[config.mk]
export PLATFORM = sky130hd
export DESIGN_NAME = twbus_clkdiv
export DESIGN_NICKNAME = d
export VERILOG_FILES = /design/src/rtl/twclk_pkg.sv /design/src/rtl/twclk_cfg_regs.sv /design/src/rtl/twclk_tick_div.sv /design/src/rtl/twclk_prescale.sv /design/src/rtl/twclk_final.sv /design/src/rtl/twbus_clkdiv.sv
export SDC_FILE = /design/constraint.sdc
export NUM_CORES = 1
export LEC_CHECK = 0
export BUFFER_PORTS_ARGS = -buffer_cell sky130_fd_sc_hd__buf_2
export CORE_MARGIN = 1
export CORE_UTILIZATION = 24
export DETAILED_ROUTE_END_ITERATION = 10
export GPL_ROUTABILITY_DRIVEN = 1
export SETUP_SLACK_MARGIN = 0.5
export SYNTH_ARGS = -nofsm -noshare
export SYNTH_HDL_FRONTEND = slang
export SYNTH_HIERARCHICAL = 1
export SYNTH_SLANG_ARGS = --single-unit
[constraint.sdc]
create_clock -name clk -period 5.26 [get_ports clk]
set_input_delay 0.263 -clock clk [delete_from_list [all_inputs] [get_ports clk]]
set_output_delay 0.263 -clock clk [all_outputs]
set_load 0.005 [all_outputs]
[src/rtl/twclk_pkg.sv]
package twclk_pkg;

  localparam int HALF_W  = 8;
  localparam int NSEL_W  = 3;
  localparam int MSEL_W  = 4;
  localparam int CFG_W   = 8;
  localparam int HS_BIT  = 0;
  localparam int REF_BIT = 4;
  localparam int PRE_W   = (1 << NSEL_W) - 1;

  typedef enum logic [1:0] {
    CFG_HALF = 2'd0,
    CFG_CTRL = 2'd1,
    CFG_MODE = 2'd2,
    CFG_NONE = 2'd3
  } cfg_sel_e;

  typedef struct packed {
    logic [HALF_W-1:0] half;
    logic [NSEL_W-1:0] nsel;
    logic [MSEL_W-1:0] msel;
    logic              hs;
    logic              ref_src;
  } div_cfg_t;

endpackage

[src/rtl/twclk_cfg_regs.sv]
module twclk_cfg_regs
  import twclk_pkg::*;
#(
  parameter int THP_MIN = 5
) (
  input  logic             clk,
  input  logic             rst_n,
  input  logic             cfg_we,
  input  logic [1:0]       cfg_addr,
  input  logic [CFG_W-1:0] cfg_wdata,
  output div_cfg_t         cfg_o,
  output logic             restart_o
);

  localparam int CTRL_W = NSEL_W + MSEL_W;

  logic [HALF_W-1:0] half_q, half_d;
  logic [CTRL_W-1:0] ctrl_q, ctrl_d;
  logic              hs_q, hs_d;
  logic              ref_q, ref_d;
  cfg_sel_e          sel;

  assign sel = cfg_sel_e'(cfg_addr);

  always_comb begin
    half_d = half_q;
    ctrl_d = ctrl_q;
    hs_d   = hs_q;
    ref_d  = ref_q;
    if (cfg_we) begin
      case (sel)
        CFG_HALF: half_d = cfg_wdata[HALF_W-1:0];
        CFG_CTRL: ctrl_d = cfg_wdata[CTRL_W-1:0];
        CFG_MODE: begin
          hs_d  = cfg_wdata[HS_BIT];
          ref_d = cfg_wdata[REF_BIT];
        end
        default: ;
      endcase
    end
  end

  always_ff @(posedge clk or negedge rst_n) begin
    if (!rst_n) begin
      half_q <= '0;
      ctrl_q <= '0;
      hs_q   <= 1'b0;
      ref_q  <= 1'b0;
    end else begin
      half_q <= half_d;
      ctrl_q <= ctrl_d;
      hs_q   <= hs_d;
      ref_q  <= ref_d;
    end
  end

  assign restart_o = cfg_we && (sel != CFG_NONE);

  always_comb begin
    cfg_o.half    = (half_q < HALF_W'(THP_MIN)) ? HALF_W'(THP_MIN) : half_q;
    cfg_o.nsel    = ctrl_q[NSEL_W-1:0];
    cfg_o.msel    = ctrl_q[CTRL_W-1:NSEL_W];
    cfg_o.hs      = hs_q;
    cfg_o.ref_src = ref_q;
  end

endmodule

[src/rtl/twclk_tick_div.sv]
module twclk_tick_div
  import twclk_pkg::*;
(
  input  logic              clk,
  input  logic              rst_n,
  input  logic              clr,
  input  logic [HALF_W-1:0] half,
  output logic              tick_o
);

  localparam int CNT_W = HALF_W + 1;

  logic [CNT_W-1:0] cnt_q, cnt_d, term;
  logic             at_term;

  assign term    = {1'b0, half} + CNT_W'(1);
  assign at_term = (cnt_q >= term);

  always_comb begin
    if (clr)          cnt_d = '0;
    else if (at_term) cnt_d = '0;
    else              cnt_d = cnt_q + CNT_W'(1);
  end

  always_ff @(posedge clk or negedge rst_n) begin
    if (!rst_n) cnt_q <= '0;
    else        cnt_q <= cnt_d;
  end

  assign tick_o = !clr && at_term;

endmodule

[src/rtl/twclk_prescale.sv]
module twclk_prescale
  import twclk_pkg::*;
(
  input  logic              clk,
  input  logic              rst_n,
  input  logic              clr,
  input  logic              tick_i,
  input  logic [NSEL_W-1:0] nsel,
  output logic              samp_c_o,
  output logic              samp_q_o
);

  logic [PRE_W:0]   one_sh;
  logic [PRE_W-1:0] lim;
  logic [PRE_W-1:0] pre_q, pre_d;
  logic             at_lim;
  logic             samp_d;

  assign one_sh = {{PRE_W{1'b0}}, 1'b1} << nsel;
  assign lim    = PRE_W'(one_sh - 1'b1);
  assign at_lim = (pre_q >= lim);

  always_comb begin
    pre_d = pre_q;
    if (clr)          pre_d = '0;
    else if (tick_i)  pre_d = at_lim ? '0 : pre_q + PRE_W'(1);
  end

  assign samp_d = !clr && tick_i && at_lim;

  always_ff @(posedge clk or negedge rst_n) begin
    if (!rst_n) begin
      pre_q    <= '0;
      samp_q_o <= 1'b0;
    end else begin
      pre_q    <= pre_d;
      samp_q_o <= samp_d;
    end
  end

  assign samp_c_o = samp_d;

endmodule

[src/rtl/twclk_final.sv]
module twclk_final
  import twclk_pkg::*;
#(
  parameter int D_LS = 10,
  parameter int D_HS = 15
) (
  input  logic              clk,
  input  logic              rst_n,
  input  logic              clr,
  input  logic              samp_i,
  input  logic [MSEL_W-1:0] msel,
  input  logic              hs,
  output logic              bus_o,
  output logic              edge_o
);

  localparam int D_MAX   = (D_HS > D_LS) ? D_HS : D_LS;
  localparam int MAX_LEN = (1 << MSEL_W) * D_MAX;
  localparam int LEN_W   = $clog2(MAX_LEN + 1);

  logic [LEN_W-1:0] mul1, dsel, len, half_len, last, mid;
  logic [LEN_W-1:0] cnt_q, cnt_d;
  logic             bus_q, bus_d;
  logic             edge_q, edge_d;

  assign mul1     = LEN_W'(msel) + LEN_W'(1);
  assign dsel     = hs ? LEN_W'(D_HS) : LEN_W'(D_LS);
  assign len      = mul1 * dsel;
  assign half_len = (len + LEN_W'(1)) >> 1;
  assign last     = len - LEN_W'(1);
  assign mid      = half_len - LEN_W'(1);

  always_comb begin
    cnt_d = cnt_q;
    bus_d = bus_q;
    if (clr) begin
      cnt_d = '0;
      bus_d = 1'b1;
    end else if (samp_i) begin
      if (cnt_q >= last) begin
        cnt_d = '0;
        bus_d = 1'b1;
      end else begin
        cnt_d = cnt_q + LEN_W'(1);
        if (cnt_q == mid) bus_d = 1'b0;
      end
    end
    edge_d = !clr && (bus_d != bus_q);
  end

  always_ff @(posedge clk or negedge rst_n) begin
    if (!rst_n) begin
      cnt_q  <= '0;
      bus_q  <= 1'b1;
      edge_q <= 1'b0;
    end else begin
      cnt_q  <= cnt_d;
      bus_q  <= bus_d;
      edge_q <= edge_d;
    end
  end

  assign bus_o  = bus_q;
  assign edge_o = edge_q;

endmodule

[src/rtl/twbus_clkdiv.sv]
module twbus_clkdiv
  import twclk_pkg::*;
#(
  parameter int THP_MIN = 5,
  parameter int D_LS    = 10,
  parameter int D_HS    = 15
) (
  input  logic             clk,
  input  logic             rst_n,
  input  logic             en,
  input  logic             cfg_we,
  input  logic [1:0]       cfg_addr,
  input  logic [CFG_W-1:0] cfg_wdata,
  output logic             samp_en,
  output logic             scl_out,
  output logic             scl_edge,
  output logic             ref_sel
);

  div_cfg_t cfg;
  logic     restart;
  logic     clr;
  logic     tick;
  logic     samp_c;

  twclk_cfg_regs #(.THP_MIN(THP_MIN)) u_regs (
    .clk       (clk),
    .rst_n     (rst_n),
    .cfg_we    (cfg_we),
    .cfg_addr  (cfg_addr),
    .cfg_wdata (cfg_wdata),
    .cfg_o     (cfg),
    .restart_o (restart)
  );

  assign clr = !en || restart;

  twclk_tick_div u_tick (
    .clk    (clk),
    .rst_n  (rst_n),
    .clr    (clr),
    .half   (cfg.half),
    .tick_o (tick)
  );

  twclk_prescale u_pre (
    .clk      (clk),
    .rst_n    (rst_n),
    .clr      (clr),
    .tick_i   (tick),
    .nsel     (cfg.nsel),
    .samp_c_o (samp_c),
    .samp_q_o (samp_en)
  );

  twclk_final #(.D_LS(D_LS), .D_HS(D_HS)) u_fin (
    .clk    (clk),
    .rst_n  (rst_n),
    .clr    (clr),
    .samp_i (samp_c),
    .msel   (cfg.msel),
    .hs     (cfg.hs),
    .bus_o  (scl_out),
    .edge_o (scl_edge)
  );

  assign ref_sel = cfg.ref_src;

endmodule

* Word level (Yosys, flattened, before mapping)
Cells that the tools add are included.
Word-level totals: register bits after elaboration 44, input bits 14, word-level logic and storage cells 58
Cells by class: add/sub/neg operators 9, multipliers 1, magnitude comparators 4, eq/ne operators 5, shift-type cells 1, muxes and demuxes 14, reduce and logical (&&, ||, !) cells 14
Operators with widths (number):
- 8-bit two-way mux | 4
- 7-bit two-way mux | 3
- 9-bit two-way mux | 2
- 8-bit by 1-bit adder with 8-bit output (second input constant) | 2
- 8-bit by 1-bit adder with 9-bit output (second input constant) | 1
- 9-bit by 1-bit adder with 9-bit output (second input constant) | 1
- 9-bit >= comparator | 1
- 8-bit equality test | 1
- 8-bit >= comparator | 1
- 8-bit by 3-bit < comparator with 1-bit output (second input constant) | 1
- 8-bit by 8-bit multiplier with 8-bit output | 1
- 7-bit by 1-bit subtractor with 8-bit output (second input constant) | 1
- 8-bit by 1-bit subtractor with 8-bit output (second input constant) | 1
- 7-bit by 1-bit adder with 7-bit output (second input constant) | 1
- 7-bit >= comparator | 1
- 1-bit by 3-bit << shifter with 7-bit output (first input constant) | 1
- 7-bit by 1-bit subtractor with 7-bit output (second input constant) | 1
- 2-bit AND reduction | 3
- 4-bit by 1-bit adder with 5-bit output (second input constant) | 1
- 1-bit logical AND | 5
- 1-bit two-way mux | 4
- 2-bit nonzero test | 2
- 3-bit two-way mux | 1
- 2-bit by 1-bit equality test with 1-bit output (second input constant) | 1
- other kinds (6) | 7

* Depth between registers and ports, before layout
depth after elaboration 11, depth in mapped cells 22, depth with buffers taken out 20

* Hierarchy
Netlist, hierarchy kept.
By module, submodules not included:
- twclk_final | instances 1, cells each 182, area an instance 1554.0 µm²
- twclk_cfg_regs | instances 1, cells each 50, area an instance 740.7 µm²
- twclk_tick_div | instances 1, cells each 76, area an instance 716.9 µm²
- twclk_prescale | instances 1, cells each 66, area an instance 601.8 µm²
- twbus_clkdiv | instances 1, cells each 1, area an instance 6.3 µm²

* Worst setup path before layout
Ideal clock, no wire load.
path kind flip-flop to flip-flop, start register u_regs.half_q[7], end register u_fin.edge_q (netlist: u_fin/edge_o), setup time 0.065 ns, data arrival time 4.615 ns, data required time 5.195 ns, slack 0.580 ns, stages on the path, launching flop included 19, buffers on the path 1, clock period less this slack 4.680 ns, cells stage by stage dfrtp_1 or4_4 o21bai_1 and3_1 nand3_1 or2_2 xor2_1 ha_1 nand4_1 or3_1 o311ai_2 nor2b_1 nand2b_1 clkbuf_1 nor2b_1 nand3_1 or4_1 nor3_2 a31o_1
RTL lines:
- start: declaration | RTL line twclk_cfg_regs.sv:17 | logic [HALF_W-1:0] half_q, half_d;
- start signal: assignment | RTL line twclk_cfg_regs.sv:50 | half_q <= half_d;
- end signal: assignment | RTL line twclk_final.sv:59 | edge_q <= edge_d;
- end: declaration | RTL line twclk_final.sv:24 | logic edge_q, edge_d;

* Worst setup path in the final report
start register u_regs.ctrl_q[3], end register u_fin.edge_q (netlist: u_fin/edge_o)
Between the ends: cells in the longest elaborated chain, start to end 11
Ends and longest elaborated chain:
- start: declaration | RTL line twclk_cfg_regs.sv:18 | logic [CTRL_W-1:0] ctrl_q, ctrl_d;
- start signal: assignment | RTL line twclk_cfg_regs.sv:51 | ctrl_q <= ctrl_d;
- 4-bit by 1-bit adder with 5-bit output (*) | RTL line twclk_final.sv:26 | assign mul1 = LEN_W'(msel) + LEN_W'(1);
- 8-bit by 8-bit multiplier with 8-bit output (*) | RTL line twclk_final.sv:28 | assign len = mul1 * dsel;
- 8-bit by 1-bit adder with 8-bit output | RTL line twclk_final.sv:29 | assign half_len = (len + LEN_W'(1)) >> 1;
- 7-bit by 1-bit subtractor with 8-bit output | RTL line twclk_final.sv:31 | assign mid = half_len - LEN_W'(1);
- 8-bit equality test | RTL line twclk_final.sv:45 | if (cnt_q == mid) bus_d = 1'b0;
- 1-bit two-way mux | RTL line twclk_final.sv:45
- 1-bit two-way mux (*) | RTL line twclk_final.sv:40 | if (cnt_q >= last) begin
- 1-bit two-way mux (*) | RTL line twclk_final.sv:39 | end else if (samp_i) begin
- 1-bit two-way mux (*) | RTL line twclk_final.sv:36 | if (clr) begin
- 1-bit != test (*) | RTL line twclk_final.sv:48 | edge_d = !clr && (bus_d != bus_q);
- 1-bit logical AND (*) | RTL line twclk_final.sv:48
- named net u_fin.edge_d | RTL line twclk_final.sv:24
Mark *: on every way through the listed nets, which the timed path passes. The rest lies on a longest branch. A chain may end at the register's enable or synchronous reset.

==> reports/results.ini <==
[clocking]
insertion_delay_ns=0.29
clk_pin_slew_worst_paths_ns=0.07
cts_tree=done
maximum_clock_path_buffer_count=2
clock_tree.htree_level_count=2
clock_sink_count=44
clk_root_buffer_cell=sky130_fd_sc_hd__clkbuf_16
cts_buffers=5

[timing]
worstMarginPinSlew_ns=1.02
rsz0062_at_grt=false
final-max-slew-violation-count=0
layout_min_cycle_time_ns=4.56
fmax_ghz=0.219
finalHoldViolCount=0
final.setup.tns_ns=0
finalWorstSetupSlack_ns=0.700
final.setup_skew_ns=0.00744
slew_headroom=0.319
finalSetupViolCount=0
post-route-period-util=0.867

[routing]
initial_drc_count=164
drc_errors=0
finalWirelength_um=7800
wire_per_inst_um=13.2
detailedRoute.firstPassIterationCount=4
num_vias=2867
post_drt_via_cell_ratio=4.84
route.antenna.remaining_nets=0

[place]
place.detailed.instances=572
placement.io_buffers=17
pre_cts_ws_ns=0.150
place_congestion=0.800
detailed_place_hpwl_um=5680

[worst_hold_path]
min-delay-path-class=in -> async

[worst_setup_path]
cp_slowest_cell=sky130_fd_sc_hd__fa_1
worst-path-buf-inv=3
ff2ff_path_depth=21
path_class=reg -> reg
critical_path_cell_count=21
crit_path_start_kind=flip-flop
critical-path-top-delay-family=adder cells
critical_path_arrival_ns=4.73
worst-path-max-fanout=4
crit_path_cell_trace=buf_4 > ha_4 > xor2_4 > nand2_2 > fa_1 > fa_1 > inv_1 > ha_4 > nor2_4 > nor2_4 > a211o_1 > o21ai_2 > xnor2_2 > xor2_1 > ha_1 > o211ai_1 > buf_4 > o21ai_2 > nand2_1 > and3_1 > a31o_1
worstPathRequired_ns=5.43
kind_of_end_point_of_the_critical_path=flip-flop
critPathMaxStageDelay_ns=0.55

[logic_synthesis]
synth_top_cells_by_count=sky130_fd_sc_hd__dfrtp_1, sky130_fd_sc_hd__ha_1, sky130_fd_sc_hd__nor2_1, sky130_fd_sc_hd__xor2_1, sky130_fd_sc_hd__inv_1
most_numerous_cell_in_the_yosys_netlist=sky130_fd_sc_hd__dfrtp_1
synth_warnings=6
mappedNetlistNets=435
synth_enable_flop_cells=0
yosysTopAreaCell=sky130_fd_sc_hd__dfrtp_1
yosysUniqueCellTypes=60
syn_inst=375
synth.top_cell.area_share=0.297
synth_area_um2=3620
postSynthAreaPerCell_um2=9.65
synthArstFlopShare=1.00
synth_ff_type=sky130_fd_sc_hd__dfrtp_1
yosysSeqAreaShare=0.305
synth_register_bits=44
synth_top_cells_by_area=sky130_fd_sc_hd__dfrtp_1, sky130_fd_sc_hd__ha_1, sky130_fd_sc_hd__xor2_1, sky130_fd_sc_hd__mux2_2, sky130_fd_sc_hd__xnor2_1

[grt]
grt_max_degree=45
global_route.overflow_total=0
grt_use_total=0.102
first_global_vias=2857
grt_antenna_before_repair=0
grt_pass1_wl_um=13200

[floorplanning]
floorplan.die.width_um=125
die_footprint_um2=15600
placeableCoreArea_um2=14600
initial_core_util=0.247
dieHeight_um=125
placementRows=44
io-pin-count=18

[power_and_ir_drop]
total_leakage_power_uw=0.00197
power_density_nw_per_um2=535
irDropWorstVdd_mv=0.227

[finish]
area_growth_syn_to_layout_pct=21.7
drive_above_1_share=0.255
num_antenna_cells=0
final_core_utilization=0.301
fin_cells=592
regArea_um2=1110
nets=467
n_fill_cell=1522
multi_input_area_um2=2590

[run]
cap_viol_max_count=0

[status]
status=finished clean

-- layout by cell type (no fill, tap or decap), drive strengths merged, types with 5 or more instances in the layout --
cell type	instances
o31ai	6
nand4	6
dfrtp	43
nor2	25
a21o	5
inv	22
o21a	5
and3	7
nand2b	12
clkbuf	5
mux2	17
xor2	23
buf	36
nor3	15
nor2b	5
a21oi	9
nand2	18
xnor2	20
ha	42
nand3	17
o21ai	16
-- kinds of logic (layout without fill, tap and decap cells) --
logic type / count (synthesis) / count (layout) / share of synthesized area
flops: 44 / 44 / 0.305
compound gates: 66 / 67 / 0.129
mux: 19 / 19 / 0.0584
buf+inv: 34 / 66 / 0.0422
xor+xnor: 44 / 44 / 0.110
simple gates: 122 / 122 / 0.188
fa+ha+maj: 46 / 46 / 0.167
-- metal layers --
metal  global-route usage  vias up  share of wire
li1                     -     1408              -
met1                0.125     1409           0.44
met2                0.184       40           0.52
met3               0.0155       10          0.026
met4               0.0273        0          0.013
met5                    0        -              0
-- sequential cells by signal (all words and copies together), names as in the netlist, 7 cells and up --
| signal | count |
|---|---|
| u_tick/cnt_q | 9 |
| u_fin/cnt_q | 8 |
| u_regs/ctrl_q | 7 |
| u_regs/half_q | 8 |
| u_pre/pre_q | 7 |
-- final cells by class --
cell class | count | share of cell area
Multi-Input combinational cell | 298 | 0.587
Sequential cell | 44 | 0.251
Tap cell | 184 | 0.0522
Timing Repair Buffer | 36 | 0.0517
Clock buffer | 5 | 0.0284
Inverter | 22 | 0.0187
Clock inverter | 3 | 0.0108
-- power by group --
group          total (µW)  switching (µW)  leakage [µW]  internal, µW
sequential            400            34.4      0.000571           365
clock                 369             143     0.0000840           226
combinational        1590             823       0.00131           767
total                2360            1000       0.00197          1360
-- metrics by stage --
stage / cell area [µm²] / hold WS, ns / total power [µW]
2_1_floorplan: 3620 / -0.0326 / 1390
3_3_place_gp: 3930 / 0.486 / 1580
3_5_place_dp: 3930 / 0.494 / 1600
4_1_cts: 4150 / 0.191 / 2030
5_1_grt: 4410 / 0.210 / 2540
6_report: 4410 / 0.146 / 2360
-- final timing paths --
kind,startpoint,endpoint,slack (ns)
hold reg to reg,u_regs/ref_q,u_regs/ref_q,0.51
max in group asynchronous,rst_n,u_regs/ctrl_q[4],4.42
min in group clk,cfg_wdata[7],u_regs/half_q[7],0.20
setup / recovery,u_regs/ctrl_q[3],u_fin/edge_o,0.70
hold / removal,rst_n,u_regs/half_q[5],0.15
setup reg to reg,u_regs/ctrl_q[3],u_fin/edge_o,0.70
-- repair_timing --
action / CTS / global route
endpoints found under the hold margin: 0 / 0
hold buffers: 0 / 0
buffers inserted: 1 / 10
gates resized for setup: 9 / 38
gates cloned: 0 / 1
pin swaps: 2 / 18
endpoints found under the setup margin: 10 / 10
Note: power is estimated with default switching activity, not from simulation.
